[config.mk]
export PLATFORM = sky130hd
export DESIGN_NAME = sic_top
export DESIGN_NICKNAME = d
export VERILOG_FILES = /design/src/rtl/sic_pkg.sv /design/src/rtl/sic_regs.sv /design/src/rtl/sic_route.sv /design/src/rtl/sic_top.sv
export SDC_FILE = /design/constraint.sdc
export NUM_CORES = 1
export LEC_CHECK = 0
export BUFFER_PORTS_ARGS = -buffer_cell sky130_fd_sc_hd__buf_2
export CAP_MARGIN = 10
export CORE_ASPECT_RATIO = 1.4
export CORE_MARGIN = 4
export CORE_UTILIZATION = 41
export DETAILED_ROUTE_END_ITERATION = 16
export SYNTH_ARGS = -nofsm -noshare
export SYNTH_HDL_FRONTEND = slang
export SYNTH_SLANG_ARGS = --single-unit
[constraint.sdc]
create_clock -name clk -period 2.3 [get_ports clk]
set_clock_uncertainty 0.2 [all_clocks]
set_input_delay 0.115 -clock clk [delete_from_list [all_inputs] [get_ports clk]]
set_output_delay 0.115 -clock clk [all_outputs]
set_load 0.005 [all_outputs]
[src/rtl/sic_pkg.sv]
package sic_pkg;
    localparam int ADDR_W = 12;
    localparam int IDX_W  = ADDR_W - 2;

    localparam logic [IDX_W-1:0] IX_STAT = IDX_W'(0);
    localparam logic [IDX_W-1:0] IX_RAW  = IDX_W'(1);
    localparam logic [IDX_W-1:0] IX_MSET = IDX_W'(2);
    localparam logic [IDX_W-1:0] IX_MCLR = IDX_W'(3);
    localparam logic [IDX_W-1:0] IX_SSET = IDX_W'(4);
    localparam logic [IDX_W-1:0] IX_SCLR = IDX_W'(5);
    localparam logic [IDX_W-1:0] IX_PSET = IDX_W'(8);
    localparam logic [IDX_W-1:0] IX_PCLR = IDX_W'(9);
endpackage

[src/rtl/sic_regs.sv]
module sic_regs
    import sic_pkg::*;
#(
    parameter int N     = 32,
    parameter int PT_LO = 21,
    parameter int PT_HI = 30
) (
    input  logic              clk,
    input  logic              rst_n,
    input  logic              wr_en,
    input  logic              rd_en,
    input  logic [ADDR_W-1:0] addr,
    input  logic [N-1:0]      wdata,
    input  logic [N-1:0]      irq_in,
    output logic [N-1:0]      rdata_q,
    output logic              bad_q,
    output logic [N-1:0]      eff_q,
    output logic [N-1:0]      mask_q,
    output logic [N-1:0]      pte_q,
    output logic [N-1:0]      eff_d,
    output logic [N-1:0]      mask_d,
    output logic [N-1:0]      pte_d
);
    logic [IDX_W-1:0] idx;
    logic [1:0]       unused_lo;
    logic [N-1:0]     lvl_q, soft_q, soft_d, pt_msk, rd_val;
    logic             wr_bad, rd_bad;

    assign idx       = addr[ADDR_W-1:2];
    assign unused_lo = addr[1:0];

    for (genvar k = 0; k < N; k++) begin : g_ptmsk
        assign pt_msk[k] = (k >= PT_LO) && (k <= PT_HI);
    end

    assign eff_q = lvl_q | soft_q;

    always_comb begin
        soft_d = soft_q;
        mask_d = mask_q;
        pte_d  = pte_q;
        wr_bad = 1'b0;
        if (wr_en) begin
            unique case (idx)
                IX_MSET: mask_d = mask_q | wdata;
                IX_MCLR: mask_d = mask_q & ~wdata;
                IX_SSET: soft_d = soft_q | wdata;
                IX_SCLR: soft_d = soft_q & ~wdata;
                IX_PSET: pte_d  = pte_q | (wdata & pt_msk);
                IX_PCLR: pte_d  = pte_q & ~wdata;
                default: wr_bad = 1'b1;
            endcase
        end
    end

    always_comb begin
        rd_bad = 1'b0;
        unique case (idx)
            IX_STAT: rd_val = eff_q & mask_q;
            IX_RAW:  rd_val = eff_q;
            IX_MSET: rd_val = mask_q;
            IX_PSET: rd_val = pte_q;
            default: begin
                rd_val = '0;
                rd_bad = 1'b1;
            end
        endcase
    end

    assign eff_d = irq_in | soft_d;

    always_ff @(posedge clk or negedge rst_n) begin
        if (!rst_n) begin
            lvl_q   <= '0;
            soft_q  <= '0;
            mask_q  <= '0;
            pte_q   <= '0;
            rdata_q <= '0;
            bad_q   <= 1'b0;
        end else begin
            lvl_q  <= irq_in;
            soft_q <= soft_d;
            mask_q <= mask_d;
            pte_q  <= pte_d;
            if (rd_en) rdata_q <= rd_val;
            bad_q  <= (rd_en && rd_bad) || (wr_en && wr_bad);
        end
    end


    mask_clr_chk: assert property (@(posedge clk) disable iff (!rst_n)
        (wr_en && idx == IX_MCLR) |=> ((mask_q & $past(wdata)) == '0));


    soft_set_chk: assert property (@(posedge clk) disable iff (!rst_n)
        (wr_en && idx == IX_SSET) |=> ((eff_q & $past(wdata)) == $past(wdata)));


    pte_band_chk: assert property (@(posedge clk) disable iff (!rst_n)
        (wr_en && idx == IX_PSET) |=> ((pte_q & ~pt_msk) == ($past(pte_q) & ~pt_msk)));


    bad_read_chk: assert property (@(posedge clk) disable iff (!rst_n)
        (rd_en && idx != IX_STAT && idx != IX_RAW && idx != IX_MSET && idx != IX_PSET)
        |=> (bad_q && rdata_q == '0));
endmodule

[src/rtl/sic_route.sv]
module sic_route #(
    parameter int N         = 32,
    parameter int PT_LO     = 21,
    parameter int PT_HI     = 30,
    parameter int COMB_LINE = 31
) (
    input  logic         clk,
    input  logic         rst_n,
    input  logic [N-1:0] eff_d,
    input  logic [N-1:0] mask_d,
    input  logic [N-1:0] pte_d,
    input  logic [N-1:0] eff_q,
    input  logic [N-1:0] mask_q,
    input  logic [N-1:0] pte_q,
    output logic [N-1:0] out_q
);
    logic [N-1:0] out_d;
    logic         comb_d;

    assign comb_d = |(eff_d & mask_d);

    for (genvar k = 0; k < N; k++) begin : g_line
        if (k == COMB_LINE) begin : g_comb
            assign out_d[k] = comb_d;

            comb_line_chk: assert property (@(posedge clk) disable iff (!rst_n)
                out_q[k] == (|(eff_q & mask_q)));
        end else if (k >= PT_LO && k <= PT_HI) begin : g_pass
            assign out_d[k] = pte_d[k] ? eff_d[k] : out_q[k];

            pass_mirror_chk: assert property (@(posedge clk) disable iff (!rst_n)
                pte_q[k] |-> (out_q[k] == eff_q[k]));

            pass_hold_chk: assert property (@(posedge clk) disable iff (!rst_n)
                !pte_q[k] |-> $stable(out_q[k]));
        end else begin : g_idle
            assign out_d[k] = 1'b0;
        end
    end

    always_ff @(posedge clk or negedge rst_n) begin
        if (!rst_n) out_q <= '0;
        else        out_q <= out_d;
    end
endmodule

[src/rtl/sic_top.sv]
module sic_top
    import sic_pkg::*;
#(
    parameter int N         = 32,
    parameter int PT_LO     = 21,
    parameter int PT_HI     = 30,
    parameter int COMB_LINE = 31
) (
    input  logic              clk,
    input  logic              rst_n,
    input  logic              wr_en,
    input  logic              rd_en,
    input  logic [ADDR_W-1:0] addr,
    input  logic [N-1:0]      wr_data,
    output logic [N-1:0]      rd_data,
    output logic              bad_acc,
    input  logic [N-1:0]      irq_in,
    output logic [N-1:0]      prim_out
);
    logic [N-1:0] eff_q, mask_q, pte_q, eff_d, mask_d, pte_d;

    sic_regs #(.N(N), .PT_LO(PT_LO), .PT_HI(PT_HI)) i_regs (
        .clk    (clk),
        .rst_n  (rst_n),
        .wr_en  (wr_en),
        .rd_en  (rd_en),
        .addr   (addr),
        .wdata  (wr_data),
        .irq_in (irq_in),
        .rdata_q(rd_data),
        .bad_q  (bad_acc),
        .eff_q  (eff_q),
        .mask_q (mask_q),
        .pte_q  (pte_q),
        .eff_d  (eff_d),
        .mask_d (mask_d),
        .pte_d  (pte_d)
    );

    sic_route #(.N(N), .PT_LO(PT_LO), .PT_HI(PT_HI), .COMB_LINE(COMB_LINE)) i_route (
        .clk   (clk),
        .rst_n (rst_n),
        .eff_d (eff_d),
        .mask_d(mask_d),
        .pte_d (pte_d),
        .eff_q (eff_q),
        .mask_q(mask_q),
        .pte_q (pte_q),
        .out_q (prim_out)
    );


    rd_hold_chk: assert property (@(posedge clk) disable iff (!rst_n)
        !rd_en |=> $stable(rd_data));
endmodule

* Word level (Yosys, flattened, before mapping) *
Index checks and enable logic that the tools add are counted.

word-level totals
  bits in latches = 0
  input port bits = 80
  output and inout bits = 65
  ROM bits = 0
  word-level logic and storage cells = 55
  memories kept = 0
  flip-flop bits (word level) = 172
  RAM bits = 0

operators by class
  bitwise logic cells = 11
  eq/ne operators = 7
  shifts and indexed selects = 0
  reductions and logical operators = 9
  multipliers = 0
  $lt $le $gt $ge = 0
  mux-type cells = 10
  divide/modulo/power cells = 0
  add/sub/neg operators = 0

operators with widths
  operator                                                          count
  32-bit case mux with 2 select lines                               3
  32-bit bitwise AND                                                5
  32-bit OR                                                         4
  32-bit case mux with 4 select lines                               1
  32-bit two-way mux                                                2
  32-bit NOT                                                        1
  32-bit by 31-bit OR with 32-bit output                            1
  32-bit OR reduction                                               1
  31-bit two-way mux                                                1
  10-bit by 2-bit == test with 1-bit output, second input constant  2
  10-bit by 3-bit == test with 1-bit output, second input constant  2
  10-bit by 4-bit == test with 1-bit output, second input constant  2
  10-bit by 1-bit == test with 1-bit output, second input constant  1
  10-bit zero test                                                  1
  6-bit OR reduction                                                1
  4-bit OR reduction                                                1
  1-bit two-way mux                                                 3
  1-bit logical AND                                                 2
  2-bit AND reduction                                               1
  2-bit nonzero test                                                1
  1-bit logical OR                                                  1

* Logic depth before layout (Yosys ltp) *
  depth in word-level cells = 7
  gate-level depth with buffers = 9
  gate-level depth less buffers = 7

* Hierarchy *
From an unflattened synthesis, not the netlist that was laid out.

unflattened totals
  cell total of the unflattened synthesis = 769
  area total of the unflattened synthesis = 8391.8 µm²

modules (own cells, without submodules)
  module     cells each  area an instance (µm²)  sequential area each (µm²)  times used
  sic_regs   705         7679.9                  4028.9                      1
  sic_route  64          711.9                   275.3                       1

* Least setup slack after synthesis *
Ideal clock, no wire load.

  path kind = in2reg
  from = in addr[11]
  to = reg i_route.out_q[31]
  setup slack = -0.100 ns
  data arrival time = 2.053 ns
  stages on the path = 8
  setup time = 0.148 ns
  buffers on the path = 1
  data required time = 1.952 ns
  cell sequence = or4_1 > buf_2 > o41ai_1 > o211ai_1 > a222oi_1 > nand4_1 > nor4_1 > nand4_1

on the way
  longest elaborated chain between the ends = 6
  elaborated cells between the ends (all ways) = 11
  those cells by class = eq/ne: 4; mux: 4; bitwise: 2; reduce/logical: 1

ends and longest elaborated chain
  what                                       RTL line         RTL
  start, declared                            sic_top.sv:13    input logic [ADDR_W-1:0] addr,
  10-bit by 3-bit == test with 1-bit output  sic_regs.sv:44   unique case (idx)
  32-bit case mux with 2 select lines        sic_regs.sv:44
  32-bit two-way mux                         sic_regs.sv:43   if (wr_en) begin
  32-bit OR                                  sic_regs.sv:70   assign eff_d = irq_in | soft_d;
  32-bit bitwise AND *                       sic_route.sv:20  assign comb_d = |(eff_d & mask_d);
  32-bit OR reduction *                      sic_route.sv:20
  via i_route.comb_d                         sic_route.sv:18  logic comb_d;
  end signal, assigned                       sic_route.sv:43  else out_q <= out_d;
  end, declared                              sic_route.sv:15  output logic [N-1:0] out_q

The timed path passes the listed nets; every way through them passes the cells marked *.
A chain may end at the register's enable or synchronous reset.

* Worst setup path in the final report *
  from = in addr[5]
  to = reg i_route.out_q[31]

Same word-level chain as after synthesis.

==> flow_summary.toml <==
[synthesis]
syn-mean-instance-area_um2 = 10.06
synth_cell_types = 47
synth.yosys.warnings = 0
yosys.area_share.adder_pct = 0
synthSimpleGateAreaFrac_pct = 9.213
synthCells = 795
synth_edf_count = 0
synth-xor-area-share_pct = 0
synth_top_family_by_area = "compound AO/OA/AOI/OAI gates"
synth-compound-area-share_pct = 26.08
synthFlopType = "dfrtp_1"
syn_area_um2 = 7999
async_reset_ff_share_pct = 100.0
muxShareOfSynthArea_pct = 4.161
ys_seq_area_share_pct = 53.81
synth_seq_cells = 172

[power_and_ir_drop]
power_leakage_uw = 0.005270
ir_worst_vdd_mv = 0.4880
powerDensity_nw_per_um2 = 594.1

[drt]
drtIter0Drc = 619
wl_um = 26790
vias = 7614
via_per_inst = 5.665
antenna_left = 0
drtPass1Iterations = 6
drc_errors = 0
wire_per_inst_um = 19.93

[sta]
finalHoldViolations = 0
min_period_ns = 2.349
max_freq_mhz = 425.7
setup_ws_ns = -0.04900
timing.final.crit_share_pct = 102.1
final_max_slew_viol_count = 0
rsz0062_at_grt = "true"
setup-violations-final = 1

[clocking]
clk_pin_slew_ns = 0.06
numCtsBuffers = 17
numClockSinks = 172
cts-root-buf = "clkbuf_16"
cts_tree = "done"
insertion_delay_ns = 0.42
cts_buffer_depth = 2
htree_num_levels = 4

[run_status]
status = "finished, violations left"
violations = "negative setup slack"

[global_route]
grt_remaining_overflow = 0
grt_pass1_vias = 7838
use_met3_pct = 4.100
met2_usage_pct = 42.96
grt_usage_pct = 24.54
grt_max_degree = 71
grt_use_met1_pct = 30.69
grt_pass1_wl_um = 42570
antenna_found_initial = 0
grt-busiest-layer = "met2"

[setup_path]
cp_slowest_stage_delay_ns = 0.53
path_cells = "buf_6 -> or4_4 -> buf_8 -> o41ai_4 -> o211ai_1 -> a222oi_1 -> nand4_1 -> nor4_1 -> nand4_1"
worstPathRequired_ns = 2.38
cp.arrival_ns = 2.43
r2r_start = "i_regs.soft_q[29]"
slowest_stage = "or4_4"
cp_top_family = "simple AND/OR/NAND/NOR gates"
worstPathMaxFanout = 5
end_kind = "flop"
critPathMostFrequentCell = "nand4_1"
reg2reg_slack_ns = 0.28
cp.buffers_inverters = 2
reg2reg_depth = 6
worst_setup_path_start_kind = "input port"
reg2reg_to = "i_route.out_q[31]"
crit_type = "in2reg"

[floorplanning]
num_rows = 60
core-area_um2 = 19220
die_h_um = 173.3
fp.dieW_um = 126.1
start_util_pct = 41.62
fp.dieArea_um2 = 21840
ios = 145

[worst_hold_path]
hp-class = "in2async"

[placement]
placed_cell_area_um2 = 9737
dp_hpwl_um = 18080
dp.cells = 1237
place_congestion = 0.9205
port_buffers = 121

[final_layout]
syn2layout_area_growth_pct = 40.44
stdcell_count = 1344
final_util_pct = 58.45
nNetsFinal = 1164
diodes = 0
layout_common_cells = "dfrtp_1, o21ai_0, buf_2"
final_common_cell = "dfrtp_1"
final_layout_size_suffix_gt1_share_pct = 30.84
fin_area_um2 = 11230

[flow_run]
drv_cap = 0
==> repair_timing <==
| action | CTS | global route |
|---|---|---|
| endpoints found under the setup margin | 1 | 3 |
| gates resized for setup | 4 | 17 |
| hold endpoints to repair | 286 | 1 |
| buffers inserted | 0 | 2 |
| pin swaps | 0 | 11 |
| hold buffers | 73 | 1 |
==> kinds of logic after synthesis <==
family / Yosys count
other cells: 1
flops: 172
mux: 30
simple gates: 170
compound gates: 305
buf+inv: 117
==> synthesized netlist by cell type, types with 18 or more instances <==
master,number,share of area (%)
o21ai_0,118,7.4
dfrtp_1,172,54
mux2_2,26,3.7
inv_1,45,2.1
nor2_1,75,3.5
clkbuf_1,46,2.2
nand2_1,60,2.8
buf_4,21,2.0
o22ai_1,34,2.7
o31ai_1,18,1.7
o21a_1,40,3.8
a221oi_1,32,3.5
==> report_power, final <==
group	internal (uW)	total (uW)	leakage, uW	switching [uW]
clock network	1730	2910	0.000286	1180
logic	273	610	0.00268	337
registers	3110	3150	0.00230	46.1
==> through the flow <==
stage | hold WS (ns) | TNS, ns | setup slack, ns | power, uW
after detailed placement | -0.1333 | -3.510 | -0.7577 | 3701
after floorplan | -0.3806 | -0.05940 | -0.05940 | 3392
after global placement | -0.1405 | -3.471 | -0.7000 | 3695
after CTS | 0.03894 | 0 | 0.007004 | 6717
final | 0.06275 | -0.04900 | -0.04900 | 6674
after global routing | 0.07876 | -0.2178 | -0.1326 | 6912
==> state kept, by name, summed over array words and instances (netlist names) <==
| register | cells |
|---|---|
| i_regs.bad_q | 1 |
| i_regs.soft_q | 32 |
| i_regs.rdata_q | 32 |
| i_route.out_q | 11 |
| i_regs.pte_q | 32 |
| i_regs.mask_q | 32 |
| i_regs.lvl_q | 32 |
==> tightest hold or removal path: cells and delay by family <==
| family | cells | cell delay [ns] |
|---|---|---|
| buf+inv | 3 | 0.93 |
==> how the worst max path moves through the flow <==
stage	from	to	depth (start not counted)
2_1_floorplan	addr[9]	i_route.out_q[31]	8
3_3_place_gp	addr[9]	i_route.out_q[31]	12
3_5_place_dp	addr[11]	i_route.out_q[31]	11
4_1_cts	wr_en	i_route.out_q[31]	9
5_1_grt	addr[5]	i_route.out_q[31]	9
6_report	addr[5]	i_route.out_q[31]	9
==> cell type report <==
| cell class | instances | area, um2 |
|---|---|---|
| well taps | 248 | 310.3 |
| fillers | 1673 | 7985 |
| clock inverters | 11 | 142.6 |
| flip-flops and latches | 172 | 4304 |
| clock buffers | 20 | 446.7 |
| repair buffers | 322 | 2479 |
| multi-input cells | 526 | 3382 |
| inverters | 45 | 168.9 |
==> layer usage <==
layer  wire length [um]  share of wire [%]
met4                779                2.9
met1              10760                 40
met3               1379                5.1
met2              13870                 52
met5                  0                  0
Note: power is estimated with default switching activity, not from simulation.
